`config.mk`:
```
export PLATFORM = sky130hd
export DESIGN_NAME = serial_chan_dp
export DESIGN_NICKNAME = d
export VERILOG_FILES = /design/src/rtl/scd_pkg.sv /design/src/rtl/scd_tx.sv /design/src/rtl/scd_rx.sv /design/src/rtl/scd_rx_fifo.sv /design/src/rtl/serial_chan_dp.sv
export SDC_FILE = /design/constraint.sdc
export NUM_CORES = 1
export LEC_CHECK = 0
export BUFFER_PORTS_ARGS = -buffer_cell sky130_fd_sc_hd__buf_2
export CORE_MARGIN = 1.5
export CORE_UTILIZATION = 25
export DETAILED_ROUTE_END_ITERATION = 7
export GPL_ROUTABILITY_DRIVEN = 1
export SLEW_MARGIN = 30
export SYNTH_ARGS = -nofsm -noshare
export SYNTH_HDL_FRONTEND = slang
export SYNTH_HIERARCHICAL = 1
export SYNTH_SLANG_ARGS = --single-unit
```
`constraint.sdc`:
```
create_clock -name clk -period 8.5 [get_ports clk]
set_clock_uncertainty 0.2 [all_clocks]
set_input_delay 1.7 -clock clk [delete_from_list [all_inputs] [get_ports clk]]
set_output_delay 1.7 -clock clk [all_outputs]
set_load 0.01 [all_outputs]
```
`src/rtl/scd_pkg.sv`:
```
package scd_pkg;
  localparam int DATA_W   = 8;
  localparam int LEN_W    = 2;
  localparam int LEN_MIN  = 5;
  localparam int STOP_MAX = 2;
  localparam int FRAME_W  = 1 + DATA_W + STOP_MAX;
  localparam int FCNT_W   = $clog2(FRAME_W + 1);
  localparam int BIDX_W   = $clog2(DATA_W);

  typedef enum logic [1:0] {RX_IDLE, RX_DATA, RX_STOP} rx_state_e;

  // number of data bits selected by a length code
  function automatic int word_bits(input logic [LEN_W-1:0] code);
    return LEN_MIN + int'(code);
  endfunction

  // total line bits of one character: start + data + stops
  function automatic int frame_bits(input logic [LEN_W-1:0] code, input logic two_stop);
    return 1 + word_bits(code) + (two_stop ? 2 : 1);
  endfunction

  // clear bits above the selected word length
  function automatic logic [DATA_W-1:0] trim_word(input logic [DATA_W-1:0] d,
                                                  input logic [LEN_W-1:0] code);
    logic [DATA_W-1:0] r;
    for (int i = 0; i < DATA_W; i++) r[i] = (i < word_bits(code)) ? d[i] : 1'b0;
    return r;
  endfunction

  // line image, bit 0 first out: start 0, data, then ones (stop bits)
  function automatic logic [FRAME_W-1:0] pack_frame(input logic [DATA_W-1:0] d,
                                                    input logic [LEN_W-1:0] code);
    logic [FRAME_W-1:0] f;
    f = '1;
    f[0] = 1'b0;
    for (int i = 0; i < DATA_W; i++)
      if (i < word_bits(code)) f[i+1] = d[i];
    return f;
  endfunction
endpackage

```
`src/rtl/scd_tx.sv`:
```
module scd_tx
  import scd_pkg::*;
(
  input  logic              clk,
  input  logic              rst_n,
  input  logic              bit_en,
  input  logic              wr_stb,
  input  logic [DATA_W-1:0] wr_data,
  input  logic              tx_en,
  input  logic              brk,
  input  logic [LEN_W-1:0]  len,
  input  logic              stop2,
  output logic              txd,
  output logic              tx_empty,
  output logic              all_sent,
  output logic              tx_idle,
  output logic              tx_done
);
  logic [DATA_W-1:0]  buf_q;
  logic               buf_full_q;
  logic [FRAME_W-1:0] sr_q;
  logic [FCNT_W-1:0]  cnt_q;
  logic               busy_q;
  logic               sent_q;

  logic wr_direct, load_buf, slot_free;

  assign tx_done   = busy_q && bit_en && (cnt_q == FCNT_W'(1));
  assign slot_free = !busy_q || tx_done;
  assign wr_direct = wr_stb && !busy_q && tx_en && !buf_full_q;
  assign load_buf  = buf_full_q && tx_en && !brk && slot_free && !wr_direct;

  always_ff @(posedge clk or negedge rst_n) begin
    if (!rst_n) begin
      buf_q      <= '0;
      buf_full_q <= 1'b0;
      sr_q       <= '1;
      cnt_q      <= '0;
      busy_q     <= 1'b0;
      sent_q     <= 1'b1;
    end else begin
      if (wr_direct) begin
        sr_q   <= pack_frame(wr_data, len);
        cnt_q  <= FCNT_W'(frame_bits(len, stop2));
        busy_q <= 1'b1;
      end else if (load_buf) begin
        sr_q       <= pack_frame(buf_q, len);
        cnt_q      <= FCNT_W'(frame_bits(len, stop2));
        busy_q     <= 1'b1;
        buf_full_q <= 1'b0;
      end else if (busy_q && bit_en) begin
        sr_q  <= {1'b1, sr_q[FRAME_W-1:1]};
        cnt_q <= cnt_q - FCNT_W'(1);
        if (tx_done) busy_q <= 1'b0;
      end
      if (wr_stb && !wr_direct) begin
        buf_q      <= wr_data;
        buf_full_q <= 1'b1;
      end
      if (wr_stb) sent_q <= 1'b0;
      else if (tx_done && !buf_full_q) sent_q <= 1'b1;
    end
  end

  // line priority: disabled mark, then break, then shifter
  always_comb begin
    if (!tx_en)      txd = 1'b1;
    else if (brk)    txd = 1'b0;
    else if (busy_q) txd = sr_q[0];
    else             txd = 1'b1;
  end

  assign tx_empty = !buf_full_q;
  assign all_sent = sent_q;
  assign tx_idle  = !busy_q;
endmodule

```
`src/rtl/scd_rx.sv`:
```
module scd_rx
  import scd_pkg::*;
(
  input  logic              clk,
  input  logic              rst_n,
  input  logic              bit_en,
  input  logic              rx_en,
  input  logic [LEN_W-1:0]  len,
  input  logic              rxd,
  output logic              push,
  output logic [DATA_W-1:0] push_data
);
  rx_state_e         st_q;
  logic [BIDX_W-1:0] idx_q;
  logic [DATA_W-1:0] sr_q;
  logic              last_bit;

  assign last_bit  = (int'(idx_q) == word_bits(len) - 1);
  assign push      = rx_en && bit_en && (st_q == RX_STOP);
  assign push_data = trim_word(sr_q, len);

  always_ff @(posedge clk or negedge rst_n) begin
    if (!rst_n) begin
      st_q  <= RX_IDLE;
      idx_q <= '0;
      sr_q  <= '0;
    end else if (!rx_en) begin
      st_q  <= RX_IDLE;
      idx_q <= '0;
    end else if (bit_en) begin
      unique case (st_q)
        RX_IDLE: if (!rxd) begin
          st_q  <= RX_DATA;
          idx_q <= '0;
          sr_q  <= '0;
        end
        RX_DATA: begin
          sr_q[idx_q] <= rxd;
          if (last_bit) st_q <= RX_STOP;
          else          idx_q <= idx_q + BIDX_W'(1);
        end
        RX_STOP: st_q <= RX_IDLE;
        default: st_q <= RX_IDLE;
      endcase
    end
  end
endmodule

```
`src/rtl/scd_rx_fifo.sv`:
```
module scd_rx_fifo
  import scd_pkg::*;
#(
  parameter int DEPTH = 2
) (
  input  logic              clk,
  input  logic              rst_n,
  input  logic              push,
  input  logic [DATA_W-1:0] push_data,
  input  logic              pop_req,
  output logic [DATA_W-1:0] head,
  output logic              avail,
  output logic              ovr
);
  localparam int CW = $clog2(DEPTH + 1);

  logic [DATA_W-1:0] mem_q [DEPTH];
  logic [DATA_W-1:0] nxt   [DEPTH];
  logic [CW-1:0]     cnt_q;
  logic [CW-1:0]     cnt_nxt;
  logic              pop, full_push;

  assign pop = pop_req && (cnt_q != '0);

  always_comb begin
    int n;
    for (int i = 0; i < DEPTH; i++) nxt[i] = mem_q[i];
    n = int'(cnt_q);
    if (pop) begin
      for (int i = 0; i < DEPTH; i++) nxt[i] = (i < DEPTH - 1) ? mem_q[i+1] : '0;
      n = n - 1;
    end
    full_push = push && (n == DEPTH);
    if (push) begin
      if (n == DEPTH) nxt[DEPTH-1] = push_data;
      else begin
        for (int i = 0; i < DEPTH; i++) if (i == n) nxt[i] = push_data;
        n = n + 1;
      end
    end
    cnt_nxt = CW'(n);
  end

  for (genvar g = 0; g < DEPTH; g++) begin : g_ent
    always_ff @(posedge clk or negedge rst_n) begin
      if (!rst_n) mem_q[g] <= '0;
      else        mem_q[g] <= nxt[g];
    end
  end

  always_ff @(posedge clk or negedge rst_n) begin
    if (!rst_n) begin
      cnt_q <= '0;
      ovr   <= 1'b0;
    end else begin
      cnt_q <= cnt_nxt;
      if (full_push) ovr <= 1'b1;
    end
  end

  assign avail = (cnt_q != '0);
  assign head  = avail ? mem_q[0] : '0;
endmodule

```
`src/rtl/serial_chan_dp.sv`:
```
module serial_chan_dp
  import scd_pkg::*;
#(
  parameter int RX_DEPTH = 2
) (
  input  logic              clk,
  input  logic              rst_n,
  input  logic              bit_en,
  input  logic              wr_stb,
  input  logic [DATA_W-1:0] wr_data,
  input  logic              rd_stb,
  input  logic              tx_en,
  input  logic              brk,
  input  logic [LEN_W-1:0]  tx_len,
  input  logic              tx_stop2,
  input  logic              rx_en,
  input  logic [LEN_W-1:0]  rx_len,
  input  logic              rxd,
  output logic              txd,
  output logic [DATA_W-1:0] rd_data,
  output logic              tx_empty,
  output logic              all_sent,
  output logic              rx_avail,
  output logic              rx_ovr
);
  logic              tx_done_w, tx_idle_w, rx_push_w;
  logic [DATA_W-1:0] rx_word_w;

  scd_tx u_tx (
    .clk(clk), .rst_n(rst_n), .bit_en(bit_en), .wr_stb(wr_stb), .wr_data(wr_data),
    .tx_en(tx_en), .brk(brk), .len(tx_len), .stop2(tx_stop2), .txd(txd),
    .tx_empty(tx_empty), .all_sent(all_sent), .tx_idle(tx_idle_w), .tx_done(tx_done_w)
  );

  scd_rx u_rx (
    .clk(clk), .rst_n(rst_n), .bit_en(bit_en), .rx_en(rx_en), .len(rx_len),
    .rxd(rxd), .push(rx_push_w), .push_data(rx_word_w)
  );

  scd_rx_fifo #(.DEPTH(RX_DEPTH)) u_fifo (
    .clk(clk), .rst_n(rst_n), .push(rx_push_w), .push_data(rx_word_w),
    .pop_req(rd_stb), .head(rd_data), .avail(rx_avail), .ovr(rx_ovr)
  );
endmodule

```
==> impl_metrics.env <==
export IMPL_leakage_power_nw=1.67
export IMPL_detailroute_via_count=2485
export IMPL_grt_antenna_before_repair=0
export IMPL_setup_tns_ns=0
export IMPL_grt_setup_unrepaired="false"
export IMPL_fin_hold_ws_ns=0.274
export IMPL_reg2reg_setup_slack_ns=4.97
export IMPL_synth_lib_cells_used_distinct=59
export IMPL_clk_transition_reported_paths_ns=0.07
export IMPL_holdCritStartpoint="u_tx/sr_q[0]"
export IMPL_wl_per_cell_um=13.2
export IMPL_finalPower_uw=847
export IMPL_netlist_area_leader_share_pct=35.0
export IMPL_grt_first_pass_wirelength_um=12100
export IMPL_ir_worst_vdd_mv=0.110
export IMPL_timing_critical_path_slowest_cell_delay_ns=0.15
export IMPL_cp_max_fo=2
export IMPL_syn_nets=372
export IMPL_critPathKind="in2out"
export IMPL_min_period_over_period_pct=47.1
export IMPL_num_rows=41
export IMPL_layout_cells_sized_above_1_pct=22.3
export IMPL_synth_avg_cell_area_um2=9.78
export IMPL_post_place_ws_ns=4.23
export IMPL_report_final_slew_viol_count=0
export IMPL_post_synth_inst_count=336
export IMPL_total_clock_buffers_created_by_cts=5
export IMPL_reg2regPathDepth=11
export IMPL_synth_enable_flop_cells=0
export IMPL_placeableCoreArea_um2=12700
export IMPL_grt_pass1_vias=2576
export IMPL_maxCapViolCount=0
export IMPL_antenna_diode_count=0
export IMPL_globalRouteOverflowTotal=0
export IMPL_cts_hold_buffers_added=0
export IMPL_fmax_mhz=250
export IMPL_tightestPinTransition_ns=0.920
export IMPL_worstPathCellList="buf_2 > o21ai_0 > buf_2"
export IMPL_critical_path_required_ns=6.60
export IMPL_instances_no_fill=527
export IMPL_ctsLongestPathBuffers=2
export IMPL_crit_start="brk"
export IMPL_final_net_count=390
export IMPL_synth_area_leaders="sky130_fd_sc_hd__dfrtp_1, sky130_fd_sc_hd__dfstp_2, sky130_fd_sc_hd__nand2_1"
export IMPL_die_height_um=118
export IMPL_final_common_cell="sky130_fd_sc_hd__nand2_1"
export IMPL_hold_path_depth=2
export IMPL_critical_path_most_common_cell="sky130_fd_sc_hd__buf_2"
export IMPL_r2r_start="u_fifo/cnt_q[0]"
export IMPL_run_status="completed"
export IMPL_critPathArrivalTime_ns=2.10
export IMPL_resized_cells_post_cts=0
export IMPL_min_cycle_time_layout_ns=4.00
export IMPL_cts_htree_levels=2
export IMPL_crit_slowest_cell="sky130_fd_sc_hd__o21ai_0"
export IMPL_dieArea_um2=13800
export IMPL_flow_area_growth_from_synthesis_pct=12.7
export IMPL_most_common_layout_cells="sky130_fd_sc_hd__nand2_1, sky130_fd_sc_hd__dfrtp_1, sky130_fd_sc_hd__buf_2, sky130_fd_sc_hd__inv_1, sky130_fd_sc_hd__mux2_2"
export IMPL_worst_skew_pair_late_latency_ns=0.29
export IMPL_ant_nets=0
export IMPL_synth_seq_cells=56
export IMPL_dominantRegCellSynth="sky130_fd_sc_hd__dfrtp_1"
export IMPL_synth_async_sr_flop_share_pct=100
export IMPL_floorplan_initialDensity_pct=25.8
export IMPL_holdPathEnd="u_tx/sr_q[0]"
export IMPL_place_detailed_instances=519
export IMPL_remaining_drc_errors=0
export IMPL_setup_worst_path_end_class="primary output"
export IMPL_ys_seq_area_share_pct=43.0
export IMPL_hpwl_um=4880
export IMPL_post_route_worst_setup_slack_ns=4.50
export IMPL_yosys_warnings=6
export IMPL_hp_class="reg2reg"
export IMPL_root_buffer="sky130_fd_sc_hd__clkbuf_16"
export IMPL_drt_wl_total_um=6960
export IMPL_grt_start_max_net_pins=57
export IMPL_drt_vias_per_instance=4.72
export IMPL_synthDominantAreaCellType="sky130_fd_sc_hd__dfrtp_1"
export IMPL_hold_violation_total_from_the_final_report=0
export IMPL_gp_congestion=0.769
export IMPL_cts_setup_buffers=0
export IMPL_start_kind="input port"
export IMPL_drt_iter0_markers=174
export IMPL_max_slew_margin_pct=38.7
export IMPL_numPortBuffers=34
export IMPL_die_width_um=118
export IMPL_grt_use_total_pct=10.5
export IMPL_crit_reg2reg_capture="u_fifo/mem_q[3]"
export IMPL_firstDrtPassIters=4
export IMPL_io_pin_count=35
export IMPL_cts_tree="done"
export IMPL_numClockSinks=56
export IMPL_syn_cell_area_um2=3290
export IMPL_power_density_cell_area_nw_per_um2=229
export IMPL_setup_viol=0
## per-layer routing
layer / GRT usage [%] / share of wire, %
met5: 0 / 0
met4: 3.28 / 1.1
met2: 17.4 / 47
met3: 2.23 / 3.0
met1: 13.8 / 49
## worst max path at each step
stage | slack (ns) | to
finish | 4.50 | txd
global route | 4.26 | u_fifo/mem_q[3]
CTS | 4.49 | txd
detailed placement | 4.23 | u_fifo/mem_q[2]
global placement | 4.37 | u_fifo/mem_q[11]
floorplan | 4.62 | txd
## area by class of cell
cell class / instances / area, µm²
multi-input combinational: 233 / 1620
tap: 172 / 215
clock buffer: 6 / 129
fill: 1380 / 9020
sequential: 56 / 1410
inverter: 22 / 82.6
timing repair buffer: 36 / 185
clock inverter: 2 / 60.1
## power by group
part	internal, mW	leakage, nW	switching [mW]
combinational	0.0954	0.869	0.131
sequential	0.322	0.707	0.0345
clock	0.169	0.0911	0.0950
total	0.586	1.67	0.261
## critical path: cells and delay by family
kind / cells / cell delay, ns
buffers and inverters: 2 / 0.25
AOI/OAI and AO/OA: 1 / 0.15
## sequential cells by signal, indices dropped and copies added (netlist names)
signal,flops
u_tx/cnt_q,4
u_fifo/mem_q,16
u_rx/idx_q,3
u_tx/buf_q,8
u_fifo/ovr,1
u_rx/sr_q,8
u_tx/sr_q,9
u_fifo/cnt_q,2
u_tx/all_sent,1
u_tx/busy_q,1
u_tx/buf_full_q,1
u_rx/st_q,2
## kinds of logic after synthesis
kind of cell | Yosys count | synth area share [%]
xor gates and xnor gates | 9 | 2.40
muxes | 21 | 7.00
AOI/OAI and AO/OA | 60 | 14.1
buffers and inverters | 47 | 7.77
and+or+nand+nor | 129 | 20.2
adders and majority gates | 14 | 5.56
DFF | 56 | 43.0
## Yosys cell counts (all sizes together), types with 3 or more instances
| master | n |
|---|---|
| a2111oi | 9 |
| a21oi | 9 |
| a22o | 5 |
| and3 | 4 |
| buf | 23 |
| dfrtp | 46 |
| dfstp | 10 |
| ha | 13 |
| inv | 22 |
| mux2 | 16 |
| mux2i | 5 |
| nand2 | 52 |
| nand2b | 3 |
| nand3 | 14 |
| nand3b | 4 |
| nand4b | 3 |
| nor2 | 15 |
| nor2b | 10 |
| nor3 | 9 |
| o211ai | 6 |
| o21ai | 5 |
| o22a | 5 |
| o22ai | 9 |
| or3b | 3 |
| xnor2 | 7 |
## stage by stage
step | utilization (%) | cell area, µm²
4_1_cts | 29.1 | 3700
3_3_place_gp | 27.6 | 3510
5_1_grt | 29.1 | 3700
6_report | 29.1 | 3700
3_5_place_dp | 27.6 | 3510
2_1_floorplan | - | 3290
No activity file was read; power rests on OpenSTA's default activity.
